**src/rtl/nandq_pkg.sv**
```systemverilog
package nandq_pkg;
  localparam int unsigned OPC_LSB  = 14;
  localparam int unsigned SEL_LSB  = 10;
  localparam int unsigned LVL_LSB  = 22;
  localparam int unsigned CYC_W    = 5;
  localparam int unsigned ARG_W    = 10;

  localparam logic [3:0] OP_WAITRDY = 4'h1;
  localparam logic [3:0] OP_DWR     = 4'h4;
  localparam logic [3:0] OP_CLE     = 4'h5;
  localparam logic [3:0] OP_ALE     = 4'h6;
  localparam logic [3:0] OP_DRD     = 4'h8;
  localparam logic [3:0] OP_IDLE    = 4'hC;

  localparam logic [CYC_W-1:0] CYC_RST = 5'd5;
  localparam logic [CYC_W-1:0] TIM_RST = 5'd7;

  typedef struct packed {
    logic [3:0]       op;
    logic [1:0]       ce_n;
    logic [ARG_W-1:0] arg;
  } nq_cmd_t;

  function automatic logic op_is_wr(input logic [3:0] op);
    return (op == OP_CLE) || (op == OP_ALE) || (op == OP_DWR);
  endfunction

  function automatic logic op_is_listed(input logic [3:0] op);
    return op_is_wr(op) || (op == OP_DRD) || (op == OP_IDLE) || (op == OP_WAITRDY);
  endfunction
endpackage

```
**src/rtl/nandq_fifo.sv**
```systemverilog
module nandq_fifo #(
  parameter int unsigned DEPTH = 16,
  parameter int unsigned W     = 16,
  localparam int unsigned AW   = (DEPTH > 1) ? $clog2(DEPTH) : 1,
  localparam int unsigned LW   = $clog2(DEPTH + 1)
) (
  input  logic          clk,
  input  logic          rst,
  input  logic          clr,
  input  logic          push,
  input  logic [W-1:0]  push_data,
  input  logic          take,
  output logic          fet_vld,
  output logic [W-1:0]  fet_word,
  output logic [LW-1:0] level,
  output logic          ovf
);
  localparam logic [LW-1:0] LVL_FULL = LW'(DEPTH);
  localparam logic [AW-1:0] PTR_LAST = AW'(DEPTH - 1);

  logic [W-1:0]  mem [DEPTH];
  logic [AW-1:0] wptr, rptr;
  logic          full, push_ok, pop;

  assign full    = (level == LVL_FULL);
  assign push_ok = push && !full;
  assign pop     = (level != '0) && (!fet_vld || take);

  always_ff @(posedge clk) begin
    if (push_ok) mem[wptr] <= push_data;
  end

  always_ff @(posedge clk) begin
    if (pop) fet_word <= mem[rptr];
  end

  always_ff @(posedge clk) begin
    if (rst || clr) begin
      wptr    <= '0;
      rptr    <= '0;
      level   <= '0;
      fet_vld <= 1'b0;
      ovf     <= 1'b0;
    end else begin
      if (push_ok) wptr <= (wptr == PTR_LAST) ? '0 : wptr + AW'(1);
      if (pop)     rptr <= (rptr == PTR_LAST) ? '0 : rptr + AW'(1);
      case ({push_ok, pop})
        2'b10:   level <= level + LW'(1);
        2'b01:   level <= level - LW'(1);
        default: level <= level;
      endcase
      if (pop)       fet_vld <= 1'b1;
      else if (take) fet_vld <= 1'b0;
      if (push && full) ovf <= 1'b1;
    end
  end

  assert_take_needs_fetch_R10: assert property (@(posedge clk) disable iff (rst)
    take |-> fet_vld);
  assert_no_overflow_R11: assert property (@(posedge clk) disable iff (rst)
    (push && full && !clr) |=> (ovf && level == $past(level) - LW'($past(pop))));
  assert_clear_empties_R12: assert property (@(posedge clk) disable iff (rst)
    clr |=> (level == '0 && !fet_vld && !ovf));
endmodule

```
**src/rtl/nandq_exec.sv**
```systemverilog
module nandq_exec
  import nandq_pkg::*;
(
  input  logic             clk,
  input  logic             rst,
  input  logic             abort,
  input  logic             start,
  input  nq_cmd_t          cmd,
  input  logic [CYC_W-1:0] cyc_m1,
  input  logic             rb_n,
  input  logic [7:0]       dq_i,
  output logic             busy,
  output logic [1:0]       ce_n,
  output logic             cle,
  output logic             ale,
  output logic             we_n,
  output logic             re_n,
  output logic [7:0]       dq_o,
  output logic             dq_oe,
  output logic [7:0]       rd_byte
);
  logic [3:0]       op_q;
  logic [CYC_W-1:0] ph;
  logic [ARG_W-1:0] cnt;
  logic [CYC_W:0]   len_w, half_w, lowl_w;
  logic [CYC_W-1:0] low_last;
  logic             k_wr, k_rd, fin, cap;

  always_comb begin
    len_w    = {1'b0, cyc_m1} + (CYC_W+1)'(1);
    half_w   = len_w >> 1;
    lowl_w   = (half_w == '0) ? '0 : half_w - (CYC_W+1)'(1);
    low_last = lowl_w[CYC_W-1:0];
    k_wr     = op_is_wr(op_q);
    k_rd     = (op_q == OP_DRD);
    if (k_wr || k_rd)            fin = (ph == cyc_m1);
    else if (op_q == OP_IDLE)    fin = (cnt == '0) || ((ph == cyc_m1) && (cnt == ARG_W'(1)));
    else if (op_q == OP_WAITRDY) fin = rb_n;
    else                         fin = 1'b1;
    fin = fin && busy;
    cap = busy && k_rd && !re_n && (ph == low_last);
  end

  always_ff @(posedge clk) begin
    if (rst || abort || fin) begin
      busy  <= 1'b0;
      ce_n  <= 2'b11;
      cle   <= 1'b0;
      ale   <= 1'b0;
      we_n  <= 1'b1;
      re_n  <= 1'b1;
      dq_oe <= 1'b0;
      ph    <= '0;
      if (rst) begin
        op_q <= '0;
        cnt  <= '0;
        dq_o <= '0;
      end
    end else if (!busy) begin
      if (start) begin
        busy  <= 1'b1;
        ph    <= '0;
        op_q  <= cmd.op;
        cnt   <= cmd.arg;
        ce_n  <= op_is_listed(cmd.op) ? cmd.ce_n : 2'b11;
        cle   <= (cmd.op == OP_CLE);
        ale   <= (cmd.op == OP_ALE);
        dq_o  <= cmd.arg[7:0];
        dq_oe <= op_is_wr(cmd.op);
        we_n  <= !op_is_wr(cmd.op);
        re_n  <= !(cmd.op == OP_DRD);
      end
    end else begin
      ph <= ph + CYC_W'(1);
      if ((k_wr || k_rd) && (ph == low_last)) begin
        we_n <= 1'b1;
        re_n <= 1'b1;
      end
      if ((op_q == OP_IDLE) && (ph == cyc_m1)) begin
        ph  <= '0;
        cnt <= cnt - ARG_W'(1);
      end
    end
  end

  always_ff @(posedge clk) begin
    if (rst)      rd_byte <= '0;
    else if (cap) rd_byte <= dq_i;
  end

  assert_strobes_exclusive_R5: assert property (@(posedge clk) disable iff (rst)
    !(!we_n && !re_n));
  assert_capture_on_rise_R5: assert property (@(posedge clk) disable iff (rst)
    !$stable(rd_byte) |-> $rose(re_n));
  assert_latch_exclusive_R2: assert property (@(posedge clk) disable iff (rst)
    !(cle && ale));
  assert_strobe_has_ce_R6: assert property (@(posedge clk) disable iff (rst)
    (!we_n || !re_n) |-> (ce_n != 2'b11));
  assert_wait_blocks_R8: assert property (@(posedge clk) disable iff (rst)
    (busy && op_q == OP_WAITRDY && !rb_n && !abort) |=> busy);
  assert_unlisted_one_clock_R9: assert property (@(posedge clk) disable iff (rst)
    (busy && !op_is_listed(op_q)) |=> !busy);
endmodule

```
**src/rtl/nandq_seq.sv**
```systemverilog
module nandq_seq
  import nandq_pkg::*;
#(
  parameter int unsigned DEPTH = 16
) (
  input  logic        clk,
  input  logic        rst,
  input  logic        cmd_we,
  input  logic [31:0] cmd_wdata,
  input  logic        cfg_we,
  input  logic [31:0] cfg_wdata,
  output logic [31:0] cmd_status,
  output logic [31:0] cfg_rdata,
  output logic [7:0]  rd_byte,
  output logic        q_ovf,
  output logic [1:0]  nand_ce_n,
  output logic        nand_cle,
  output logic        nand_ale,
  output logic        nand_we_n,
  output logic        nand_re_n,
  output logic [7:0]  nand_dq_o,
  output logic        nand_dq_oe,
  input  logic [7:0]  nand_dq_i,
  input  logic        nand_rb_n
);
  localparam int unsigned CW = $bits(nq_cmd_t);
  localparam int unsigned LW = $clog2(DEPTH + 1);

  logic [CYC_W-1:0] cyc_q, tim_q;
  logic             clr, push, take, fet_vld, busy;
  nq_cmd_t          in_cmd, fet_cmd;
  logic [CW-1:0]    fet_raw;
  logic [LW-1:0]    level;
  logic             unused_bits;

  assign unused_bits = ^{cmd_wdata[30:18], cmd_wdata[13:12], cfg_wdata[31:10]};

  assign clr  = cmd_we && cmd_wdata[31];
  assign push = cmd_we && !cmd_wdata[31];
  assign in_cmd.op   = cmd_wdata[OPC_LSB +: 4];
  assign in_cmd.ce_n = cmd_wdata[SEL_LSB +: 2];
  assign in_cmd.arg  = cmd_wdata[ARG_W-1:0];
  assign fet_cmd = nq_cmd_t'(fet_raw);
  assign take    = fet_vld && !busy;

  always_ff @(posedge clk) begin
    if (rst) begin
      cyc_q <= CYC_RST;
      tim_q <= TIM_RST;
    end else if (cfg_we) begin
      cyc_q <= cfg_wdata[CYC_W-1:0];
      tim_q <= cfg_wdata[2*CYC_W-1:CYC_W];
    end
  end

  always_comb begin
    cfg_rdata = '0;
    cfg_rdata[2*CYC_W-1:0] = {tim_q, cyc_q};
    cmd_status = '0;
    cmd_status[LVL_LSB +: LW] = level;
  end

  nandq_fifo #(.DEPTH(DEPTH), .W(CW)) fifo_i (
    .clk(clk), .rst(rst), .clr(clr), .push(push), .push_data(in_cmd),
    .take(take), .fet_vld(fet_vld), .fet_word(fet_raw), .level(level), .ovf(q_ovf)
  );

  nandq_exec exec_i (
    .clk(clk), .rst(rst), .abort(clr), .start(take), .cmd(fet_cmd), .cyc_m1(cyc_q),
    .rb_n(nand_rb_n), .dq_i(nand_dq_i), .busy(busy), .ce_n(nand_ce_n),
    .cle(nand_cle), .ale(nand_ale), .we_n(nand_we_n), .re_n(nand_re_n),
    .dq_o(nand_dq_o), .dq_oe(nand_dq_oe), .rd_byte(rd_byte)
  );

  assert_abort_releases_ce_R12: assert property (@(posedge clk) disable iff (rst)
    clr |=> (nand_ce_n == 2'b11));
endmodule

```
**config.mk**
```make
export PLATFORM = sky130hd
export DESIGN_NAME = nandq_seq
export DESIGN_NICKNAME = d
export VERILOG_FILES = /design/src/rtl/nandq_pkg.sv /design/src/rtl/nandq_fifo.sv /design/src/rtl/nandq_exec.sv /design/src/rtl/nandq_seq.sv
export SDC_FILE = /design/constraint.sdc
export NUM_CORES = 1
export LEC_CHECK = 0
export ABC_AREA = 1
export BUFFER_PORTS_ARGS = -buffer_cell sky130_fd_sc_hd__buf_2
export CAP_MARGIN = 15
export CORE_MARGIN = 2
export CORE_UTILIZATION = 45
export CTS_CLUSTER_DIAMETER = 100
export CTS_CLUSTER_SIZE = 16
export DETAILED_ROUTE_END_ITERATION = 10
export PLACE_DENSITY = 0.65
export SYNTH_ARGS = -nofsm -noshare
export SYNTH_HDL_FRONTEND = slang
export SYNTH_HIERARCHICAL = 1
export SYNTH_SLANG_ARGS = --single-unit
```
**constraint.sdc**
```tcl
create_clock -name clk -period 2.48 [get_ports clk]
set_input_delay 0.496 -clock clk [delete_from_list [all_inputs] [get_ports clk]]
set_output_delay 0.496 -clock clk [all_outputs]
set_load 0.01 [all_outputs]
```
---- After elaboration in Yosys (flattened, before gate mapping) ----
Memory sizes are Yosys's and may differ from the RTL's. A register that Yosys moved wholly into a read port is not among the register bits.
Cells that the tools add are included.
operators by class
  eq/ne operators ......................... 24
  reduce and logical (&&, ||, !) cells .... 44
  multiplexer cells ....................... 35
  add/sub/neg operators ................... 8
  bitwise operators ....................... 1
operators by type and width
  kind                                                 count
  2-to-1 mux 10 bit                                    5
  2-to-1 mux 8 bit                                     4
  == test 4 x 3 -> 1 bit (second input constant)       6
  == test 4 bit (second input constant)                6
  2-to-1 mux 4 bit                                     6
  2-to-1 mux 5 bit                                     4
  2-to-1 mux 1 bit                                     14
  logical AND 1 bit                                    13
  logical OR 1 bit                                     12
  adder 5 x 1 -> 5 bit (second input constant)         2
  == test 10 x 1 -> 1 bit (second input constant)      1
  == test 5 bit                                        2
  zero test 10 bit                                     1
  one-hot mux 5 bit (2 select lines)                   1
  subtractor 10 x 1 -> 10 bit (second input constant)  1
  subtractor 5 x 1 -> 5 bit (second input constant)    2
  adder 4 x 1 -> 4 bit (second input constant)         2
  == test 4 x 1 -> 1 bit (second input constant)       2
  nonzero test 2 bit                                   4
  zero test 1 bit                                      7
  adder 5 x 1 -> 6 bit (second input constant)         1
  zero test 6 bit                                      1
  inequality test 2 bit (second input constant)        3
  AND reduction 3 bit                                  2
  other kinds (9)                                      10
storage, ports and cells
  register bits ........................... 68
  output and inout port bits .............. 88
  memory bits (writable) .................. 256
  word-level logic and storage cells ...... 132
  memories ................................ 1
  input port bits ......................... 77
memory list
  name        depth  width  read ports  clocked after Yosys merged registers in  wr ports  line              RTL
  fifo_i.mem  16     16     1           1                                        1         nandq_fifo.sv:21  logic [W-1:0] mem [DEPTH];

---- Longest topological paths before layout ----
Gate-level depths: netlist of the first run.
  depth in word-level cells ............... 9
  gate-level depth with buffers ........... 18

---- Cells and area by module ----
Netlist of the first run, hierarchy kept.
by module, submodules not included
  module      sequential area each (um^2)  cells each  instances  area each (um^2)
  nandq_fifo  8468.1                       953         1          11544.8
  nandq_exec  1081.0                       327         1          2536.2
  nandq_seq   200.2                        110         1          797.0

---- Worst setup path after synthesis of the first run ----
OpenSTA, ideal clock, no wires.
  kind .................................... input port to flip-flop
  start point ............................. input port cmd_we
  end point ............................... memory fifo_i.mem[7][0] (enable)
  path slack .............................. -0.132 ns
  data arrival time ....................... 2.203 ns
  data required time ...................... 2.071 ns
  cell stages on the path ................. 6
  cells stage by stage .................... inv_1 > nor2_1 > nand2_1 > inv_1 > nand2_1 > nor3_1
on the way
  cells in the longest elaborated chain, start to end .. 4
RTL lines
  what                                    line              RTL
  from (decl)                             nandq_seq.sv:8    input logic cmd_we,
  logical AND 1 bit                       nandq_seq.sv:39   assign push = cmd_we && !cmd_wdata[31];
  named net push                          nandq_seq.sv:30   logic clr, push, take, fet_vld, busy;
  logical AND 1 bit                       nandq_fifo.sv:26  assign push_ok = push && !full;
  2-to-1 mux 1 bit                        nandq_fifo.sv:30  if (push_ok) mem[wptr] <= push_data;
  2-to-1 mux 1 bit (implied by the code)  nandq_fifo.sv:30
  to (decl)                               nandq_fifo.sv:21
The timed path passes the listed nets, and every way through them passes these cells.

---- Final worst setup path of the first run ----
  start point ............................. register cyc_q[0]
  end point ............................... register exec_i.rd_byte[7]
on the way
  cells in the longest elaborated chain, start to end .. 5
RTL lines
  what                                                          line              RTL
  from (decl)                                                   nandq_seq.sv:29   logic [CYC_W-1:0] cyc_q, tim_q;
  from (signal assigned)                                        nandq_seq.sv:51   cyc_q <= cfg_wdata[CYC_W-1:0];
  adder 5 x 1 -> 6 bit (*)                                      nandq_exec.sv:30  len_w = {1'b0, cyc_m1} + (CYC_W+1)'(1);
  subtractor 5 x 1 -> 5 bit or zero test 6 bit (tied branches)  nandq_exec.sv:32  lowl_w = (half_w == '0) ? '0 : half_w - (CYC_W+1)'(1);
  2-to-1 mux 5 bit (*)                                          nandq_exec.sv:32
  == test 5 bit (*)                                             nandq_exec.sv:41  cap = busy && k_rd && !re_n && (ph == low_last);
  logical AND 1 bit (*)                                         nandq_exec.sv:41
  to (signal assigned)                                          nandq_exec.sv:88  else if (cap) rd_byte <= dq_i;
  to (decl)                                                     nandq_exec.sv:20  output logic [7:0] rd_byte
Every way passes the cells marked *; elsewhere a longest branch is shown, timed or not.
A chain may end at the register's enable or synchronous reset.

==> flow_summary.json, run 1 <==
{
  "nets": 1570,
  "io_pins": 165,
  "drc_errors": 0,
  "core-area_um2": 32500,
  "syn_area_um2": 14900,
  "grt_pass1_vias": 8988,
  "peakVddDrop_uv": 668,
  "initial_core_util": 0.457,
  "drtIter0Drc": 783,
  "clkPwrFrac": 0.256,
  "gr-usage-met3": 0.0247,
  "dp_slack_ns": 0.235,
  "grt_max_degree": 132,
  "final_hold_viol_count": 0,
  "syn_inst": 1390,
  "p_comb_frac": 0.270,
  "cts_setup_buffers": 0,
  "diodes": 0,
  "dpl_cell_area_um2": 15900,
  "crit_path_cell_trace": "ha_1 -> nand2_1 -> inv_1 -> nor2_1 -> inv_1 -> ha_1 -> inv_2 -> o211ai_1 -> xor2_1 -> nand2_2 -> nor2_8 -> nand3_4 -> nand2_1 -> a21oi_1",
  "drive_gt1_frac": 0.122,
  "min_period_ns": 2.20,
  "crit_path_end_kind": "register",
  "p_sw_frac": 0.330,
  "gp_congestion": 0.800,
  "track_usage": 0.179,
  "cts.htree.levels": 1,
  "crit_path_top_delay_cell": "dfxtp_1",
  "synthFlopType": "edfxtp_1",
  "post_drt_wl_per_cell_um": 16.0,
  "wl_mm": 31.1,
  "worstSetupPathType": "reg2reg",
  "ctsResizeCount": 0,
  "tns_ns": 0,
  "num_vias": 9822,
  "ys_ff_latch": 340,
  "portBuffers": 78,
  "avgSynthCellArea_um2": 10.7,
  "yosysSeqAreaShare": 0.655,
  "drv_slew": 0,
  "die_w_um": 186,
  "die_height_um": 186,
  "postCtsHoldBufs": 0,
  "final_cell_count_no_fill": 1939,
  "async_reset_ff_frac": 0,
  "yosys_warnings": 6,
  "cts_buffers": 25,
  "slew_headroom": 0.583,
  "postLayoutCellArea_um2": 16600,
  "crit_buf_inv": 3,
  "cts_tree": "yes",
  "crit_path_start_kind": "register",
  "dp_hpwl_mm": 18.7,
  "dieArea_um2": 34500,
  "cts_max_path_buffers": 3,
  "rsz0062_at_grt": "false",
  "ys_types": 40,
  "crit_path_max_fanout": 8,
  "antenna_found_initial": 1,
  "outcome": "finished, final reports clean",
  "dr.pass1.iters": 4,
  "dp_cells": 1892,
  "leakage_nw": 6.17,
  "hold_path.class": "in2reg",
  "maxCapViolCount": 0,
  "sequentialPowerShare": 0.473,
  "p_int_w": 0.0100,
  "synth_edf_count": 294,
  "finalClockSkew_ns": 0.0173,
  "grtUsageMet1": 0.242,
  "cpLargestDelayFamily": "simple AND/OR/NAND/NOR gates",
  "required_ns": 2.91,
  "worstSkewPairLatency_ns": 0.55,
  "cp_data_arrival_time_ns": 2.62,
  "cts.sinks": 340,
  "grt_pass1_wl_mm": 47.9,
  "root_buffer": "clkbuf_16",
  "p_switching_w": 0.00492,
  "max_freq_ghz": 0.455,
  "finalSetupViolations": 0,
  "rows": 66,
  "grt.overflow.total": 0,
  "finalCritPeriodShare": 0.885,
  "cts.reportedPaths.clkPinSlew_ns": 0.07,
  "antenna_left": 0,
  "setup_ws_ns": 0.285,
  "worst_pin_slew_ns": 0.622,
  "grt_busiest_layer": "met2",
  "vias_per_cell": 5.07,
  "power.density_nw_per_um2": 900,
  "grtUsageMet2": 0.307,
  "syn_to_final_growth_pct": 11.5,
  "critPathMaxStageDelay_ns": 0.31
}
==> sequential cells by signal, summed over array words and instances (netlist names), 2 cells and up <==
name and cells:
exec_i/dq_o 8, tim_q 5, fifo_i/fet_word 16, exec_i/ph 5, exec_i/cnt 10, fifo_i/level 5, exec_i/ce_n 2, exec_i/op_q 4
cyc_q 5, fifo_i/mem 256, fifo_i/wptr 4, exec_i/rd_byte 8, fifo_i/rptr 4
==> cell usage after synthesis, types with 6 or more instances <==
cell type  instances  area [µm²]
a21oi_1           34         170
nand2_2            6        37.5
o211ai_1          33         248
nand3_1           51         255
o21ai_0          156         781
xor2_1            11        96.3
o21ai_1           23         115
dfxtp_1           46         921
inv_1             95         357
nor3_1             7        35.0
nor2_1           282        1060
edfxtp_1         294        8830
buf_2             20         100
clkbuf_1          20        75.1
nand4_1           19         119
ha_1              15         188
nand2_1          174         653
buf_6              6        67.6
buf_4             58         435
==> cell usage in the layout, fill, tap and decap left out, types with 25 or more instances in the layout <==
cell / Yosys / routed
nand3_1: 51 / 51
nand2_1: 174 / 173
o211ai_1: 33 / 33
edfxtp_1: 294 / 294
dfxtp_1: 46 / 44
nor2_1: 282 / 280
o21ai_0: 156 / 156
a21oi_1: 34 / 34
buf_2: 20 / 78
conb_1: 1 / 49
clkbuf_16: 0 / 25
inv_1: 95 / 94
==> cell families (layout without fill, tap and decap cells) <==
kind of cell / count (synthesis) / in the layout / synth area share
xor+xnor: 12 / 12 / 0.00757
fa+ha+maj: 15 / 15 / 0.0126
flops: 340 / 340 / 0.655
compound gates: 253 / 253 / 0.0917
simple gates: 558 / 559 / 0.159
other cells: 1 / 49 / 0.000252
buf+inv: 211 / 269 / 0.0738
==> worst register-to-register path, stage by stage (launching register included) <==
cell	delay (ns)
dfxtp_1	0.31
ha_1	0.23
nand2_1	0.07
inv_1	0.04
nor2_1	0.12
inv_1	0.06
ha_1	0.18
inv_2	0.11
o211ai_1	0.13
xor2_1	0.18
nand2_2	0.14
nor2_8	0.20
nand3_4	0.14
nand2_1	0.11
a21oi_1	0.06
==> metrics by stage <==
step / utilization / hold slack [ns] / power, W
floorplan: - / 0.465 / 0.0102
global placement: 0.487 / 0.436 / 0.0111
detailed placement: 0.487 / 0.439 / 0.0112
CTS: 0.510 / 0.144 / 0.0150
global route: 0.510 / 0.158 / 0.0159
finish: 0.510 / 0.161 / 0.0149
==> final cells by class <==
cell class,count,area (µm²)
inverters,104,392
flip-flops and latches,340,9760
repair buffers,119,923
well taps,442,553
clock buffers,43,693
multi-input cells,888,4240
fillers,2865,15900
clock inverters,3,36.3
==> metal layers <==
layer / wire, µm / up-vias
li1: - / 4833
met1: 13800 / 4671
met2: 14900 / 273
met3: 1740 / 43
met4: 634 / 2
met5: 7 / -
==> final timing paths <==
check                    start           endpoint  slack (ns)  cells after the start
setup / recovery      cyc_q[0]  exec_i/rd_byte[7]        0.28                     14
hold / removal    cfg_wdata[7]           tim_q[2]        0.16                      3
setup reg to reg      cyc_q[0]  exec_i/rd_byte[7]        0.28                     14
hold reg to reg       tim_q[0]           tim_q[0]        0.45                      2
==> power groups by stage <==
stage               sequential [W]  clock, W  combinational (W)
CTS                        0.00707   0.00391            0.00405
floorplan                  0.00711         0            0.00310
detailed placement         0.00720         0            0.00403
global route               0.00712   0.00411            0.00462
finish                     0.00707   0.00382            0.00404
global placement           0.00718         0            0.00393
No activity file was read; power rests on OpenSTA's default activity.
==> run 2, diff against run 1 <==
--- a/config.mk
+++ b/config.mk
@@ -14,7 +14,7 @@
 export CTS_CLUSTER_SIZE = 16
 export DETAILED_ROUTE_END_ITERATION = 10
 export PLACE_DENSITY = 0.65
+export RECOVER_POWER = 100
 export SYNTH_ARGS = -nofsm -noshare
 export SYNTH_HDL_FRONTEND = slang
-export SYNTH_HIERARCHICAL = 1
 export SYNTH_SLANG_ARGS = --single-unit
==> run 2 against run 1 <==
  * Register-to-register slack got worse by 0.12 ns
  * Total power rose by 0.51%
  * Sequential share of layout area rose by 0.86 points
  * Sequential cell count did not move
  * First-iteration DRC count rose by 1.9%
  * Utilization rose by 0.58 points
  * Clock skew rose by 0.0050 ns
  * Highest routed layer is now met4
==> flow_summary.json, run 2 <==
{
  "outcome": "finished, final reports clean",
  "min_period_ns": 2.32,
  "synth_top_cell_area_share": 0.606,
  "cts.htree.levels": 1,
  "track_usage": 0.184,
  "syn_inst": 1271,
  "finalCritPeriodShare": 0.935,
  "utilization": 0.516,
  "antenna_found_initial": 1,
  "peakVddDrop_uv": 646,
  "die_height_um": 184,
  "regMostFlops": "fifo_i.mem",
  "avgSynthCellArea_um2": 11.5,
  "drtIter0Drc": 798,
  "cts_tree": "yes",
  "worst_pin_slew_ns": 0.897,
  "slew_headroom": 0.402,
  "core-area_um2": 31700,
  "initial_core_util": 0.459,
  "ys_top_cells_by_area": "edfxtp_1 (61%), dfxtp_1 (6.3%), nor2_1 (5.8%)",
  "drc_errors": 0,
  "maxCapViolCount": 0,
  "die_w_um": 184,
  "dp_cells": 1742,
  "worstSetupPathType": "reg2reg",
  "ys_ff_latch": 340,
  "synth_edf_count": 294,
  "yosys.area.top_type": "edfxtp_1",
  "power.density_nw_per_um2": 917,
  "cts.reportedPaths.clkPinSlew_ns": 0.08,
  "postCtsHoldBufs": 0,
  "crit_path_start_kind": "register",
  "layout_commonest_cell": "edfxtp_1",
  "layout_common_cells": "edfxtp_1 (294), nor2_1 (215), nand2_1 (140), inv_1 (97), o21ai_0 (88)",
  "wl_mm": 31.5,
  "nets": 1465,
  "gp_congestion": 0.818,
  "leakage_nw": 5.83,
  "worstSkewPairLatency_ns": 0.56,
  "syn_area_um2": 14600,
  "portBuffers": 78,
  "finalClockSkew_ns": 0.0223,
  "tns_ns": 0,
  "p_total_w": 0.0150,
  "vias_per_cell": 5.33,
  "required_ns": 2.92,
  "grt_pass1_vias": 8745,
  "setup_ws_ns": 0.161,
  "cts.sinks": 340,
  "cts_max_path_buffers": 3,
  "grt_max_degree": 87,
  "dieArea_um2": 33800,
  "num_vias": 9503,
  "cts_buffers": 25,
  "root_buffer": "clkbuf_16",
  "ys_types": 48,
  "antenna_left": 0,
  "yosys_warnings": 0,
  "yosysSeqAreaShare": 0.669,
  "fill_cells": 2782,
  "max_freq_ghz": 0.431,
  "final_hold_viol_count": 0,
  "dp_hpwl_mm": 19.8,
  "dr.pass1.iters": 5,
  "crit_path_end_kind": "register",
  "grt.overflow.total": 0,
  "hold_path.class": "in2reg",
  "post_drt_wl_per_cell_um": 17.7,
  "io_pins": 165,
  "syn_to_final_growth_pct": 12.3,
  "synthFlopType": "edfxtp_1",
  "finalSetupViolations": 0,
  "drive_gt1_frac": 0.110,
  "largest_reg_flops": 256,
  "crit_path_max_fanout": 5,
  "async_reset_ff_frac": 0,
  "reg_top3": "fifo_i.mem x256, fifo_i.fet_word x16, exec_i.cnt x10",
  "rows": 65,
  "final_cell_count_no_fill": 1783,
  "grt_pass1_wl_mm": 48.0,
  "yosys.cell_count.top_type": "edfxtp_1",
  "synth_common_cells": "edfxtp_1 (294), nor2_1 (225), nand2_1 (143)",
  "drv_slew": 0,
  "rsz0062_at_grt": "false",
  "cp_data_arrival_time_ns": 2.76,
  "dp_slack_ns": 0.0620
}
## run 2: layout make-up
cell class,instances,area [µm²],area share
clock inverter,3,36.3,0.00222
antenna,1,2.50,0.000153
timing repair buffer,132,908,0.0555
inverter,103,390,0.0239
clock buffer,32,652,0.0398
tap,402,503,0.0307
sequential,340,9760,0.597
multi-input combinational,770,4110,0.251
## run 2: routing by layer
metal	share of wire	track usage
met4	0.020	0.0454
met5	0	0
met2	0.48	0.316
met3	0.060	0.0265
met1	0.44	0.246
## run 2: cells by family after synthesis
logic type               share of synthesized area
other                                     0.000257
AO/OA/AOI/OAI                               0.0900
flip-flops                                   0.669
buffers and inverters                       0.0677
adder cells (fa/ha/maj)                     0.0143
AND/OR/NAND/NOR                              0.135
XOR/XNOR                                   0.00532
multiplexers                                0.0185
## run 2: stage by stage
| step | hold WS, ns | cell area, µm² |
|---|---|---|
| 2_1_floorplan | 0.488 | 14800 |
| 5_1_grt | 0.168 | 16400 |
| 6_report | 0.177 | 16400 |
| 4_1_cts | 0.156 | 16400 |
| 3_5_place_dp | 0.444 | 15700 |
| 3_3_place_gp | 0.440 | 15700 |
## run 2: path summary, 6_finish.rpt
path	slack, ns	cells after the start	startpoint	endpoint
max	0.16	18	cyc_q[1]	exec_i.rd_byte[3]
min	0.18	3	cfg_wdata[6]	tim_q[1]
max reg2reg	0.16	18	cyc_q[1]	exec_i.rd_byte[3]
min reg2reg	0.46	2	tim_q[0]	tim_q[0]
## run 2: report_power, final
group	total, W	internal (W)	switching (W)
Combinational	0.00411	0.00151	0.00260
Sequential	0.00716	0.00678	0.000380
Clock	0.00373	0.00185	0.00188
Total	0.0150	0.0101	0.00486
## run 2: critical path: stages, from the launching register on
cell and delay [ns]:
dfxtp_1 0.41, ha_2 0.23, inv_1 0.04, nand2_1 0.05, nand2_1 0.08, inv_1 0.06, ha_1 0.16, inv_1 0.09
nor2_1 0.18, nor2_1 0.07, nand2_1 0.05, nand2_1 0.05, inv_1 0.05, nand2_1 0.09, nor2_4 0.21, buf_4 0.17
nand4_1 0.09, nand2_1 0.09, nor2_1 0.05
## run 2: timing repair
item	in CTS	in global routing
buffers inserted	0	5
endpoints found under the setup margin	0	33
resized for setup	0	11
